--- src/rtl/gpio_irq_pkg.sv ---
package gpio_irq_pkg;
    localparam int NPORT = 24;
    localparam int HALFW = 16;
    localparam int HIW   = NPORT - HALFW;
    localparam int GRP   = 8;
    localparam int NGRP  = NPORT / GRP;
    localparam int GW    = $clog2(NGRP);
    localparam int AW    = 7;

    localparam logic [AW-1:0] A_DATA = 7'h00;
    localparam logic [AW-1:0] A_DIR  = 7'h02;
    localparam logic [AW-1:0] A_IEN  = 7'h04;
    localparam logic [AW-1:0] A_IST  = 7'h06;
    localparam logic [AW-1:0] A_TYP  = 7'h08;
    localparam logic [AW-1:0] A_OPT0 = 7'h0A;
    localparam logic [AW-1:0] HI_OFS = 7'h40;

    typedef enum logic [2:0] {R_DATA, R_DIR, R_IEN, R_IST, R_TYP, R_OPT, R_NONE} reg_sel_e;

    typedef struct packed {
        reg_sel_e        sel;
        logic            hi;
        logic [GW-1:0]   grp;
    } dec_t;

    typedef struct packed {
        logic is_in;
        logic edge_md;
        logic pol;
        logic both;
        logic en;
    } port_cfg_t;

    function automatic dec_t decode(logic [AW-1:0] a);
        dec_t d;
        logic [AW-1:0] b;
        d.sel = R_NONE;
        d.hi  = (a & HI_OFS) != '0;
        d.grp = '0;
        b     = a & ~HI_OFS;
        case (b)
            A_DATA:  d.sel = R_DATA;
            A_DIR:   d.sel = R_DIR;
            A_IEN:   d.sel = R_IEN;
            A_IST:   d.sel = R_IST;
            A_TYP:   d.sel = R_TYP;
            default: ;
        endcase
        if (!d.hi) begin
            for (int k = 0; k < NGRP; k++) begin
                if (b == A_OPT0 + AW'(2 * k)) begin
                    d.sel = R_OPT;
                    d.grp = GW'(k);
                end
            end
        end
        return d;
    endfunction

    // merge one 16-bit half into a 24-bit per-pin word
    function automatic logic [NPORT-1:0] upd_half(logic [NPORT-1:0] old,
                                                  logic [HALFW-1:0] wd, logic hi);
        logic [NPORT-1:0] r;
        r = old;
        if (hi) r[NPORT-1:HALFW] = wd[HIW-1:0];
        else    r[HALFW-1:0]     = wd;
        return r;
    endfunction

    function automatic logic [HALFW-1:0] read_half(logic [NPORT-1:0] v, logic hi);
        return hi ? HALFW'(v[NPORT-1:HALFW]) : v[HALFW-1:0];
    endfunction
endpackage

--- src/rtl/gpio_sync.sv ---
module gpio_sync #(
    parameter int W      = 24,
    parameter int STAGES = 2
) (
    input  logic         clk,
    input  logic         rst,
    input  logic [W-1:0] d,
    output logic [W-1:0] q
);
    logic [STAGES-1:0][W-1:0] st;

    always_ff @(posedge clk) begin
        if (rst) begin
            st <= '0;
        end else begin
            st[0] <= d;
            for (int i = 1; i < STAGES; i++) st[i] <= st[i-1];
        end
    end

    assign q = st[STAGES-1];
endmodule

--- src/rtl/gpio_port_irq.sv ---
module gpio_port_irq
    import gpio_irq_pkg::*;
(
    input  logic      clk,
    input  logic      rst,
    input  logic      cur,
    input  port_cfg_t cfg,
    input  logic      clr,
    output logic      stat
);
    logic prev_q, stat_q;
    logic rise, fall, edge_hit, lvl_act;

    always_comb begin
        rise     = cur & ~prev_q;
        fall     = ~cur & prev_q;
        edge_hit = cfg.both ? (rise | fall) : (cfg.pol ? rise : fall);
        lvl_act  = cfg.pol ? cur : ~cur;
    end

    always_ff @(posedge clk) begin
        if (rst) begin
            prev_q <= 1'b0;
            stat_q <= 1'b0;
        end else begin
            prev_q <= cur;
            if (cfg.edge_md)
                stat_q <= (stat_q & ~clr) | (cfg.is_in & edge_hit);
            else
                stat_q <= cfg.is_in & cfg.en & lvl_act;
        end
    end

    assign stat = stat_q;
endmodule

--- src/rtl/gpio_irq_unit.sv ---
module gpio_irq_unit
    import gpio_irq_pkg::*;
(
    input  logic              clk,
    input  logic              rst,
    input  logic [AW-1:0]     bus_addr,
    input  logic              bus_we,
    input  logic [HALFW-1:0]  bus_wdata,
    output logic [HALFW-1:0]  bus_rdata,
    input  logic [NPORT-1:0]  pin_in,
    output logic [NPORT-1:0]  pin_out,
    output logic [NPORT-1:0]  pin_oe,
    output logic              irq
);
    logic [NPORT-1:0] data_q, dir_q, ien_q, typ_q, pol_q, both_q;
    logic [NPORT-1:0] sync_w, stat_w, clr_w, pin_view;
    dec_t dec;

    assign dec = decode(bus_addr);

    gpio_sync #(.W(NPORT), .STAGES(2)) u_sync (
        .clk(clk), .rst(rst), .d(pin_in), .q(sync_w)
    );

    always_ff @(posedge clk) begin
        if (rst) begin
            data_q <= '0;
            dir_q  <= '0;
            ien_q  <= '0;
            typ_q  <= '0;
            pol_q  <= '0;
            both_q <= '0;
        end else if (bus_we) begin
            case (dec.sel)
                R_DATA: data_q <= upd_half(data_q, bus_wdata, dec.hi);
                R_DIR:  dir_q  <= upd_half(dir_q,  bus_wdata, dec.hi);
                R_IEN:  ien_q  <= upd_half(ien_q,  bus_wdata, dec.hi);
                R_TYP:  typ_q  <= upd_half(typ_q,  bus_wdata, dec.hi);
                R_OPT: begin
                    pol_q[dec.grp*GRP +: GRP]  <= bus_wdata[GRP-1:0];
                    both_q[dec.grp*GRP +: GRP] <= bus_wdata[2*GRP-1:GRP];
                end
                default: ;
            endcase
        end
    end

    assign clr_w = (bus_we && dec.sel == R_IST) ? upd_half('0, bus_wdata, dec.hi) : '0;

    for (genvar p = 0; p < NPORT; p++) begin : g_port
        port_cfg_t cfg;
        assign cfg = '{is_in: ~dir_q[p], edge_md: typ_q[p], pol: pol_q[p],
                       both: both_q[p], en: ien_q[p]};
        gpio_port_irq u_cell (
            .clk(clk), .rst(rst), .cur(sync_w[p]), .cfg(cfg),
            .clr(clr_w[p]), .stat(stat_w[p])
        );
    end

    assign pin_view = (dir_q & data_q) | (~dir_q & sync_w);

    always_comb begin
        case (dec.sel)
            R_DATA:  bus_rdata = read_half(pin_view, dec.hi);
            R_DIR:   bus_rdata = read_half(dir_q, dec.hi);
            R_IEN:   bus_rdata = read_half(ien_q, dec.hi);
            R_IST:   bus_rdata = read_half(stat_w, dec.hi);
            R_TYP:   bus_rdata = read_half(typ_q, dec.hi);
            R_OPT:   bus_rdata = {both_q[dec.grp*GRP +: GRP], pol_q[dec.grp*GRP +: GRP]};
            default: bus_rdata = '0;
        endcase
    end

    assign pin_out = data_q;
    assign pin_oe  = dir_q;
    assign irq     = |(stat_w & ien_q);
endmodule

--- config.mk ---
export PLATFORM = sky130hd
export DESIGN_NAME = gpio_irq_unit
export DESIGN_NICKNAME = d
export VERILOG_FILES = /design/src/rtl/gpio_irq_pkg.sv /design/src/rtl/gpio_sync.sv /design/src/rtl/gpio_port_irq.sv /design/src/rtl/gpio_irq_unit.sv
export SDC_FILE = /design/constraint.sdc
export NUM_CORES = 1
export LEC_CHECK = 0
export BUFFER_PORTS_ARGS = -buffer_cell sky130_fd_sc_hd__buf_2
export CAP_MARGIN = 10
export CELL_PAD_IN_SITES_DETAIL_PLACEMENT = 2
export CELL_PAD_IN_SITES_GLOBAL_PLACEMENT = 2
export CORE_ASPECT_RATIO = 0.6
export CORE_MARGIN = 8
export CORE_UTILIZATION = 33
export CTS_CLUSTER_DIAMETER = 80
export DETAILED_ROUTE_END_ITERATION = 6
export HOLD_SLACK_MARGIN = 0.05
export PLACE_DENSITY = 0.75
export SYNTH_ARGS = -nofsm -noshare
export SYNTH_HDL_FRONTEND = slang
export SYNTH_SLANG_ARGS = --single-unit
--- constraint.sdc ---
create_clock -name clk -period 2.6 [get_ports clk]
set_input_delay 0.13 -clock clk [delete_from_list [all_inputs] [get_ports clk]]
set_output_delay 0.13 -clock clk [all_outputs]
set_load 0.005 [all_outputs]
==> impl_results.md, run 1 <==
* Gr ovfl total at 0
* Met2 global-route usage at 0.360
* Hold Slack at 0.104 ns
* Final hold vios at 0
* Buffer count from post-CTS setup fixing at 0
* P_sw at 2.03 mW
* Post-synth EDFFs at 0
* Worst Setup End Kind: output port
* Most used flip-flop cell after synthesis: dfxtp_1
* Setup Viol. Count Final at 0
* Mean number of vias per cell at between 5 and 6
* DP HPWL at roughly 35000 um
* Drt first pass iters at 5
* Met1 Usage GRT at 0.312
* Grt peak-use layer: met2
* TritonCTS clock tree: built
* Grt met3 use at 0.0499
* Sequential area share after synthesis at 0.420
* Max Cap Viol at 0
* Synth area leader: dfxtp_1
* Starting Density at 0.337
* Vias at 10600
* DIE WIDTH at roughly 260 um
* Combinational Power Share at 0.062
* Largest net degree at the start of global routing at 96
* Synth-to-Final Area Change at 23.4%
* Final worst path period share at 0.968
* Global-route wire length before repair at roughly 72000 um
* Fin worst setup slack at between 0.08 and 0.09 ns
* Synth unique cells at between 50 and 60
* Internal Pwr Total at 6.45 mW
* Clk buf depth at 3
* Worst slew pin tran at slightly above 0.9 ns
* Wirelength, routed at about 48000 um
* Critical Path Slowest Stage Cell: a221oi_1
* Syn avg cell area at 8.99 um^2
* Outcome: completed
* Synth Instances at 1272
* Die H at 160 um
* Fillers at around 3700
* Relative slew slack at 0.377
* PortBufs at between 100 and 150
* Reg power frac at 0.444
* # DRC at 0
* Clk network pwr share at 0.494
* Arrival @ worst endpoint at roughly 2.4 ns
* Critical Path Fanout Max at 4
* Total GRT Usage at 0.227
* Worst Setup Start Kind: flip-flop
* Syn_nets at 1373
* Min Clock Period, post-route at around 2.5 ns
* GPL Wtd Cong at approximately 0.88
* Row cnt at 52
* Post-synth ARST share at 0
* Peak Freq at roughly 0.4 GHz
* Worst-Skew Late Latency at between 0.5 and 0.6 ns
* Post-Syn Area at about 11000 um^2
* Sequential Area at 4810 um^2
* Count leader, synth: dfxtp_1
* Share of layout cells above drive strength 1 at 0.183
* Crit Path Class: flip-flop to output port
* Root buffer cell: clkbuf_16
* Crit-path max cell delay at roughly 0.54 ns
* H-tree levels at 1
* Vias in the first global route at 11300
* Clk sinks at between 200 and 250
* Cell Pwr Density at 601 nW/um^2
* Yosys warnings at 0
* Synth Register Bits at 240
* DRT iter0 DRCs at 613
* Nets at between 1500 and 2000
* Leading post-synthesis cells by cell area: dfxtp_1, mux2i_1, ha_1
* Die area at 41100 um^2
* Top cell type's share of synthesized area at 0.420
* Sw Share at 0.240
* Peak VDD IR at ~0.43 mV
* Top post-synthesis cells by count: dfxtp_1, nand2_1, mux2i_1
* TritonCTS buffer count at 26
* Clk slew on worst S/H paths at 0.06 ns
* HP Class: input pin to flip-flop
* Drt wl/cell at approximately 25 um
* Crit path cell chain: a22o_1, a221oi_1, nand4_1, buf_2
* # IOs at 115
* Area occupied by multi-input gates at approximately 6000 um^2
* Final Skew at 0.0177 ns
* Unrepaired setup endpoints after global routing: no
* Core Area at 33900 um^2
* Place WS at -0.0919 ns
* N_diodes at 0
* Initial antenna violation count at 0
* Final max-slew violation count at 0
* Final ANT Viol Nets at 0
* Leakage at between 5 and 6 nW
* Worst EP required at 2.47 ns
power by group through the flow:
stage	logic (mW)	registers [mW]	clock network (mW)
after floorplan	0.280	3.83	0
after global placement	0.456	3.85	0
after detailed placement	0.471	3.85	0
after CTS	0.522	3.77	4.27
after global routing	0.565	3.77	4.43
final	0.524	3.77	4.19
state kept, by name, summed over array words and instances, names as in the netlist:
name / flops
pol_q: 24
g_port.u_cell.stat: 24
u_sync.st: 24
both_q: 24
u_sync.q: 24
g_port.u_cell.prev_q: 24
typ_q: 24
pin_oe: 24
ien_q: 24
pin_out: 24
worst max-delay path, delay by kind of cell, from the launching register on:
family          cells  cell delay (ns)
compound gates      2             0.87
flops               1             0.41
simple gates        1             0.33
buf+inv             1             0.23
layout by cell type (no fill, tap or decap), types with 4 or more instances in the layout:
master         Yosys  final
a311oi_1          25     25
and3_1             4      4
a21oi_1           67     67
ha_1              51     51
nand3_1            5      5
dlygate4sd3_1      0     40
nor3_1             9      9
clkinvlp_4         0      4
mux2_2            30     30
dfxtp_1          240    239
a22oi_1           30     30
o22ai_1           15     15
mux2i_1           98     98
buf_4              0     60
a22o_1            33     33
o21ai_0           28     28
o221ai_1           4      4
nor2b_1           59     59
a31oi_1           24     24
clkbuf_8           0      4
buf_2             18    113
nand4_1            4      4
nor2_1            79     79
or3_1              5      5
nor3_2             4      4
a2111oi_0          4      4
o2bb2ai_1         10     10
nor3_4             4      4
a211oi_1          12     12
or4_1              9      9
xnor2_1           24     24
o211ai_1          24     24
inv_1             90     90
clkbuf_16          0     27
nand2_1          167    167
bufinv_16          0      5
area by class of cell:
| type | instances | share of cell area |
|---|---|---|
| Inverter | 90 | 0.0239 |
| Clock buffer | 34 | 0.0526 |
| Clock inverter | 14 | 0.0151 |
| Timing Repair Buffer | 217 | 0.105 |
| Sequential cell | 240 | 0.341 |
| Multi-Input combinational cell | 861 | 0.422 |
| Tap cell | 459 | 0.0407 |
cells by family (layout without fill, tap and decap cells):
| logic type | after synthesis | count (layout) | synth area share |
|---|---|---|---|
| buf+inv | 171 | 355 | 0.0594 |
| xor+xnor | 24 | 24 | 0.0184 |
| fa+ha+maj | 51 | 51 | 0.0558 |
| mux | 128 | 128 | 0.115 |
| compound gates | 289 | 289 | 0.175 |
| flops | 240 | 240 | 0.420 |
| simple gates | 369 | 369 | 0.156 |
worst paths after layout:
kind | startpoint | end | slack, ns | cells past startpoint
worst max register to register | u_sync.q[5] | g_port[5].u_cell.stat | 1.04 | 5
worst min register to register | u_sync.st[10] | u_sync.q[10] | 0.44 | 1
worst min-delay path | rst | pin_oe[17] | 0.10 | 2
worst max-delay path | ien_q[8] | irq | 0.08 | 4
timing repair:
| item | 4_1_cts | 5_1_grt |
|---|---|---|
| hold buffers | 40 | 0 |
| setup endpoints to repair | 0 | 1 |
| hold endpoints to repair | 152 | 0 |
| resized for setup | 0 | 1 |
layer usage:
layer  routed length, um  vias to the layer above  share of wire
li1                    -                     4798              -
met1               22700                     5404           0.47
met2               21500                      304           0.45
met3                2990                       77          0.062
met4                1010                        0          0.021
met5                   0                        -              0
per-stage QoR:
stage,utilization,TNS [ns],std cells,area [um^2],power [mW]
floorplan,-,0,1272,11400,4.11
global placement,0.376,0,1827,12800,4.30
detailed placement,0.376,-1.36,1827,12800,4.32
CTS,0.416,0,1915,14100,8.56
global route,0.416,0,1915,14100,8.77
finish,0.416,0,1915,14100,8.48
Note: power is estimated with default switching activity, not from simulation.
==> inputs of run 2 (changes only) <==
--- a/config.mk
+++ b/config.mk
@@ -15,7 +15,8 @@
 export CTS_CLUSTER_DIAMETER = 80
 export DETAILED_ROUTE_END_ITERATION = 6
 export HOLD_SLACK_MARGIN = 0.05
-export PLACE_DENSITY = 0.75
+export PLACE_DENSITY_LB_ADDON = 0.08
+export RECOVER_POWER = 25
 export SYNTH_ARGS = -nofsm -noshare
 export SYNTH_HDL_FRONTEND = slang
 export SYNTH_SLANG_ARGS = --single-unit
==> impl_results.md, run 2 (synthesis results as in run 1) <==
* Cell Pwr Density at about 600 nW/um^2
* Crit Path Class: flip-flop to output port
* Row cnt at 52
* Peak Freq at 0.405 GHz
* Relative slew slack at -0.136
* Most frequent cells in the layout: dfxtp_1, nand2_1, buf_2
* Peak VDD IR at roughly 0.53 mV
* Drt wl/cell at about 25 um
* DRT iter0 DRCs at around 690
* Launch point of the worst path: pol_q[4]
* H-tree levels at 1
* DP HPWL at roughly 35000 um
* Critical Path Slowest Stage Cell: or4_1
* Leakage at roughly 5.4 nW
* Final max-slew violation count at 63
* Commonest non-fill, non-tap cell in the layout: dfxtp_1
* P_sw at about 2.0 mW
* # DRC at 0
* N_diodes at 0
* GPL Wtd Cong at approximately 0.88
* Failing checks: capacitance limit, slew limit
* Starting Density at 0.337
* Crit-path max cell delay at 0.56 ns
* Reg power frac at 0.450
* PortBufs at ~110
* Clk buf depth at 3
* Wirelength, routed at 48500 um
* Internal Pwr Total at between 6 and 7 mW
* Vias at around 10000
* Sum Neg Setup Slack at 0 ns
* Total GRT Usage at 0.230
* Reg2reg path depth at 5
* RR Startpoint: u_sync.q[5]
* Drt first pass iters at 5
* Gr ovfl total at 0
* Worst EP required at ~2.5 ns
* Worst-Skew Late Latency at between 0.5 and 0.6 ns
* Nets at 1534
* Worst Setup Start Kind: flip-flop
* DIE WIDTH at 256 um
* Root buffer cell: clkbuf_16
* Final Skew at 0.00978 ns
* Mean number of vias per cell at 5.43
* Setup Viol. Count Final at 0
* Finished Cell Area at 14100 um^2
* Crit path capture: bus_rdata[4]
* # IOs at approximately 120
* Final ANT Viol Nets at 0
* Final worst path period share at 0.950
* Max Cap Viol at 1
* Global-route wire length before repair at between 70000 and 80000 um
* Clk network pwr share at 0.488
* Critical Path Fanout Max at 4
* Placed Area at roughly 13000 um^2
* TritonCTS buffer count at 26
* Sw Share at 0.244
* Clk slew on worst S/H paths at 0.07 ns
* Min Clock Period, post-route at roughly 2.5 ns
* Buffer count from post-CTS setup fixing at 0
* Arrival @ worst endpoint at around 2.3 ns
* Outcome: complete, but fails checks
* Unrepaired setup endpoints after global routing: no
* Combinational Power Share at 0.062
* Initial antenna violation count at 2
* Largest net degree at the start of global routing at between 60 and 70
* FF-to-FF setup slack at between 0.9 and 1 ns
* Synth-to-Final Area Change at 22.9%
* Core Area at 33900 um^2
* HP Class: input pin to flip-flop
* Die area at 41100 um^2
* Die H at roughly 160 um
* Clk sinks at 240
* RR Endpoint: g_port[5].u_cell.stat
* TritonCTS clock tree: built
* Crit path cell chain: mux2_2, a22oi_1, or4_1, o2111ai_1, buf_2
* Final hold vios at 0
* Worst Setup End Kind: output port
* Share of layout cells above drive strength 1 at 0.180
* Worst slew pin tran at between 1.5 and 2 ns
* Vias in the first global route at about 11000
-- run 2: changes by cell type in the layout (fill, tap and decap cells not counted), sizes merged --
cell / previous run / this run
buf: 177 / 166
clkinv: 5 / 7
bufinv: 5 / 4
clkinvlp: 4 / 2
clkbuf: 34 / 43
-- run 2: layout make-up --
class / count / area (um^2)
fillers: 3734 / 19800
multi-input cells: 861 / 5980
flip-flops and latches: 240 / 4800
repair buffers: 214 / 1450
clock buffers: 35 / 746
well taps: 459 / 574
inverters: 90 / 338
clock inverters: 13 / 170
-- run 2: repair_timing --
item                                    CTS  global route
endpoints found under the setup margin    3             1
resized for setup                         5             1
pin swaps                                 0             0
hold buffers                             40             0
hold endpoints to repair                134             0
-- run 2: power by group through the flow --
stage / Sequential (mW) / Clock (mW) / Combinational, mW
3_3_place_gp: 3.85 / 0 / 0.456
5_1_grt: 3.77 / 4.32 / 0.557
6_report: 3.77 / 4.09 / 0.516
3_5_place_dp: 3.85 / 0 / 0.469
2_1_floorplan: 3.83 / 0 / 0.280
4_1_cts: 3.77 / 4.17 / 0.519
-- run 2: metal layers --
layer / wire length (um) / part of all wire / up-vias / global-route usage
li1: - / - / 4789 / -
met1: 23800 / 0.49 / 5284 / 0.324
met2: 21000 / 0.43 / 244 / 0.356
met3: 2490 / 0.051 / 69 / 0.0483
met4: 1230 / 0.025 / 0 / 0.0565
met5: 0 / 0 / - / 0
-- run 2: worst min path at each step --
stage | from | endpoint | slack [ns] | depth (start not counted)
after floorplan | pin_in[0] | u_sync.st[0] | 0.26 | 1
after global placement | pin_in[5] | u_sync.st[5] | 0.34 | 2
after detailed placement | pin_in[5] | u_sync.st[5] | 0.35 | 2
after CTS | rst | g_port[10].u_cell.prev_q | 0.1 | 2
after global routing | pin_in[20] | u_sync.st[20] | 0.32 | 3
final | bus_we | both_q[13] | 0.32 | 4
-- run 2: critical path, delay by kind of cell (launching register included) --
kind	cells	cell delay, ns
simple gates	1	0.56
flops	1	0.49
compound gates	2	0.34
mux	1	0.22
buf+inv	1	0.20
-- run 2: stage by stage --
step	worst slack, ns	total power, mW	hold WS [ns]	std cells	util
3_5_place_dp	0.174	4.32	0.345	1824	0.376
4_1_cts	0.0999	8.45	0.0989	1912	0.415
2_1_floorplan	0.0183	4.11	0.258	1272	-
3_3_place_gp	0.231	4.30	0.338	1824	0.376
5_1_grt	0.0221	8.65	0.320	1912	0.415
6_report	0.129	8.37	0.322	1912	0.415
==> inputs of run 3 (changes only) <==
--- a/config.mk
+++ b/config.mk
@@ -11,7 +11,7 @@
 export CELL_PAD_IN_SITES_GLOBAL_PLACEMENT = 2
 export CORE_ASPECT_RATIO = 0.6
 export CORE_MARGIN = 8
-export CORE_UTILIZATION = 33
+export CORE_UTILIZATION = 40
 export CTS_CLUSTER_DIAMETER = 80
 export DETAILED_ROUTE_END_ITERATION = 6
 export HOLD_SLACK_MARGIN = 0.05
==> constraint.sdc (replaced) <==
create_clock -name clk -period 3 [get_ports clk]
set_input_delay 0.15 -clock clk [delete_from_list [all_inputs] [get_ports clk]]
set_output_delay 0.15 -clock clk [all_outputs]
set_load 0.005 [all_outputs]
==> impl_results.md, run 3 (synthesis results as in run 1) <==
* Place WS at between 0.2 and 0.3 ns
* Final hold vios at 0
* Nets at roughly 1500
* Starting Density at 0.403
* Fillers at about 3000
* Reg power frac at 0.479
* Sum Neg Setup Slack at 0 ns
* DIE WIDTH at 234 um
* Met2 global-route usage at 0.437
* TritonCTS clock tree: built
* Initial antenna violation count at 1
* DP HPWL at between 30000 and 40000 um
* Clk network pwr share at 0.456
* Arrival @ worst endpoint at roughly 2.4 ns
* Vias at roughly 11000
* Worst EP required at 2.85 ns
* Clk buf depth at 3
* P_sw at roughly 1.7 mW
* Final max-slew violation count at a little under 90
* Largest net degree at the start of global routing at between 80 and 90
* Worst slew pin tran at ~2.2 ns
* CTS Hold Bufs at 40
* Met1 Usage GRT at 0.383
* Wirelength, routed at 48400 um
* Peak Freq at 0.395 GHz
* Row cnt at 48
* Mean number of vias per cell at between 5 and 6
* Post-CTS resize count at 0
* Relative slew slack at -0.486
* Grt peak-use layer: met2
* Unrepaired setup endpoints after global routing: no
* Sw Share at 0.247
* Root buffer cell: clkbuf_16
* Final ANT Viol Nets at 0
* Internal Pwr Total at 5.13 mW
* Outcome: complete, but fails checks
* Top delay family on crit path: simple AND/OR/NAND/NOR gates
* Min Clock Period, post-route at around 2.5 ns
* Final worst path period share at 0.843
* Core Area at 28400 um^2
* HP Class: input pin to flip-flop
* Vias in the first global route at 11400
* Critical Path Fanout Max at 12
* DRT iter0 DRCs at between 700 and 800
* Grt met3 use at 0.0480
* Global-route wire length before repair at between 70000 and 80000 um
* Drt first pass iters at 4
* Buffer count from post-CTS setup fixing at 0
* Share of layout cells above drive strength 1 at 0.167
* Crit Path Class: input pin to output port
* Most frequent cells in the layout: dfxtp_1, nand2_1, buf_2
* Peak VDD IR at approximately 0.33 mV
* Die area at between 30000 and 40000 um^2
* # DRC at 0
* TritonCTS buffer count at 25
* Gr ovfl total at 0
* Worst Setup End Kind: output port
* # IOs at 115
* Combinational Power Share at 0.066
* Worst-Skew Late Latency at between 0.5 and 0.6 ns
* Drt wl/cell at 26.7 um
* Max Cap Viol at 1
* H-tree levels at 1
* Die H at between 100 and 150 um
* FF-to-FF setup slack at between 1 and 1.5 ns
* Final Skew at about 0.011 ns
* Commonest non-fill, non-tap cell in the layout: dfxtp_1
* Clk slew on worst S/H paths at around 0.07 ns
* Worst Setup Start Kind: input pin
* Fin worst setup slack at about 0.47 ns
* Synth-to-Final Area Change at 19.7%
* Failing checks: capacitance limit, slew limit
* Critical Path Slowest Stage Cell: nor2b_1
* Crit-path max cell delay at around 0.83 ns
* Setup Viol. Count Final at 0
* Crit path cell chain: buf_2, buf_4, nor2b_1, nand2_1, buf_4, o22a_1, o2111ai_1, buf_2
* Total GRT Usage at 0.276
* GPL Wtd Cong at around 0.87
* Clk sinks at 240
* Leakage at around 5.3 nW
* WP buf/inv at 4
* Cell Pwr Density at about 500 nW/um^2
* PortBufs at around 110
-- run 3: cell types whose count changed in the layout (fill, tap and decap cells not counted), sizes merged --
cell | before | now
buf | 166 | 153
bufinv | 4 | 1
clkbuf | 43 | 39
clkinvlp | 2 | 1
diode | 0 | 1
inv | 90 | 91
-- run 3: final cells by class --
class / count / area (um^2) / area share
diodes: 1 / 2.50 / 0.000183
well taps: 375 / 469 / 0.0343
inverters: 90 / 338 / 0.0247
repair buffers: 199 / 1340 / 0.0975
clock buffers: 33 / 706 / 0.0515
clock inverters: 10 / 85.1 / 0.00621
multi-input cells: 861 / 5950 / 0.435
flip-flops and latches: 240 / 4800 / 0.351
-- run 3: final timing paths --
path                startpoint                    end  cells after the start
hold reg to reg   u_sync.st[4]            u_sync.q[4]                      1
setup reg to reg   u_sync.q[7]  g_port[7].u_cell.stat                      5
setup / recovery   bus_addr[2]           bus_rdata[4]                      8
hold / removal          bus_we              pin_oe[1]                      5
-- run 3: worst reg2reg max path, cell delays in order, from the launching register on --
cell	delay [ns]
dfxtp_1	0.53
inv_1	0.11
ha_1	0.20
mux2_2	0.28
o211ai_1	0.22
a311oi_1	0.12
-- run 3: routing by layer --
layer	vias up	share of wire
met5	-	0
met4	0	0.029
met3	82	0.064
met2	388	0.45
met1	5404	0.46
li1	4741	-
-- run 3: through the flow --
stage	hold WS [ns]	std cells	power (mW)	cell area (um^2)	utilization
finish	0.325	1809	6.82	13700	0.482
CTS	0.115	1808	6.87	13700	0.483
floorplan	0.278	1272	3.56	11400	-
global route	0.345	1809	7.03	13700	0.482
global placement	0.359	1725	3.71	12500	0.441
detailed placement	0.368	1725	3.73	12500	0.441
-- run 3: power by group through the flow --
stage               sequential, mW  clock, mW  combinational, mW
finish                        3.26       3.11              0.448
detailed placement            3.34          0              0.397
CTS                           3.26       3.16              0.442
global route                  3.27       3.28              0.479
floorplan                     3.32          0              0.243
global placement              3.33          0              0.380
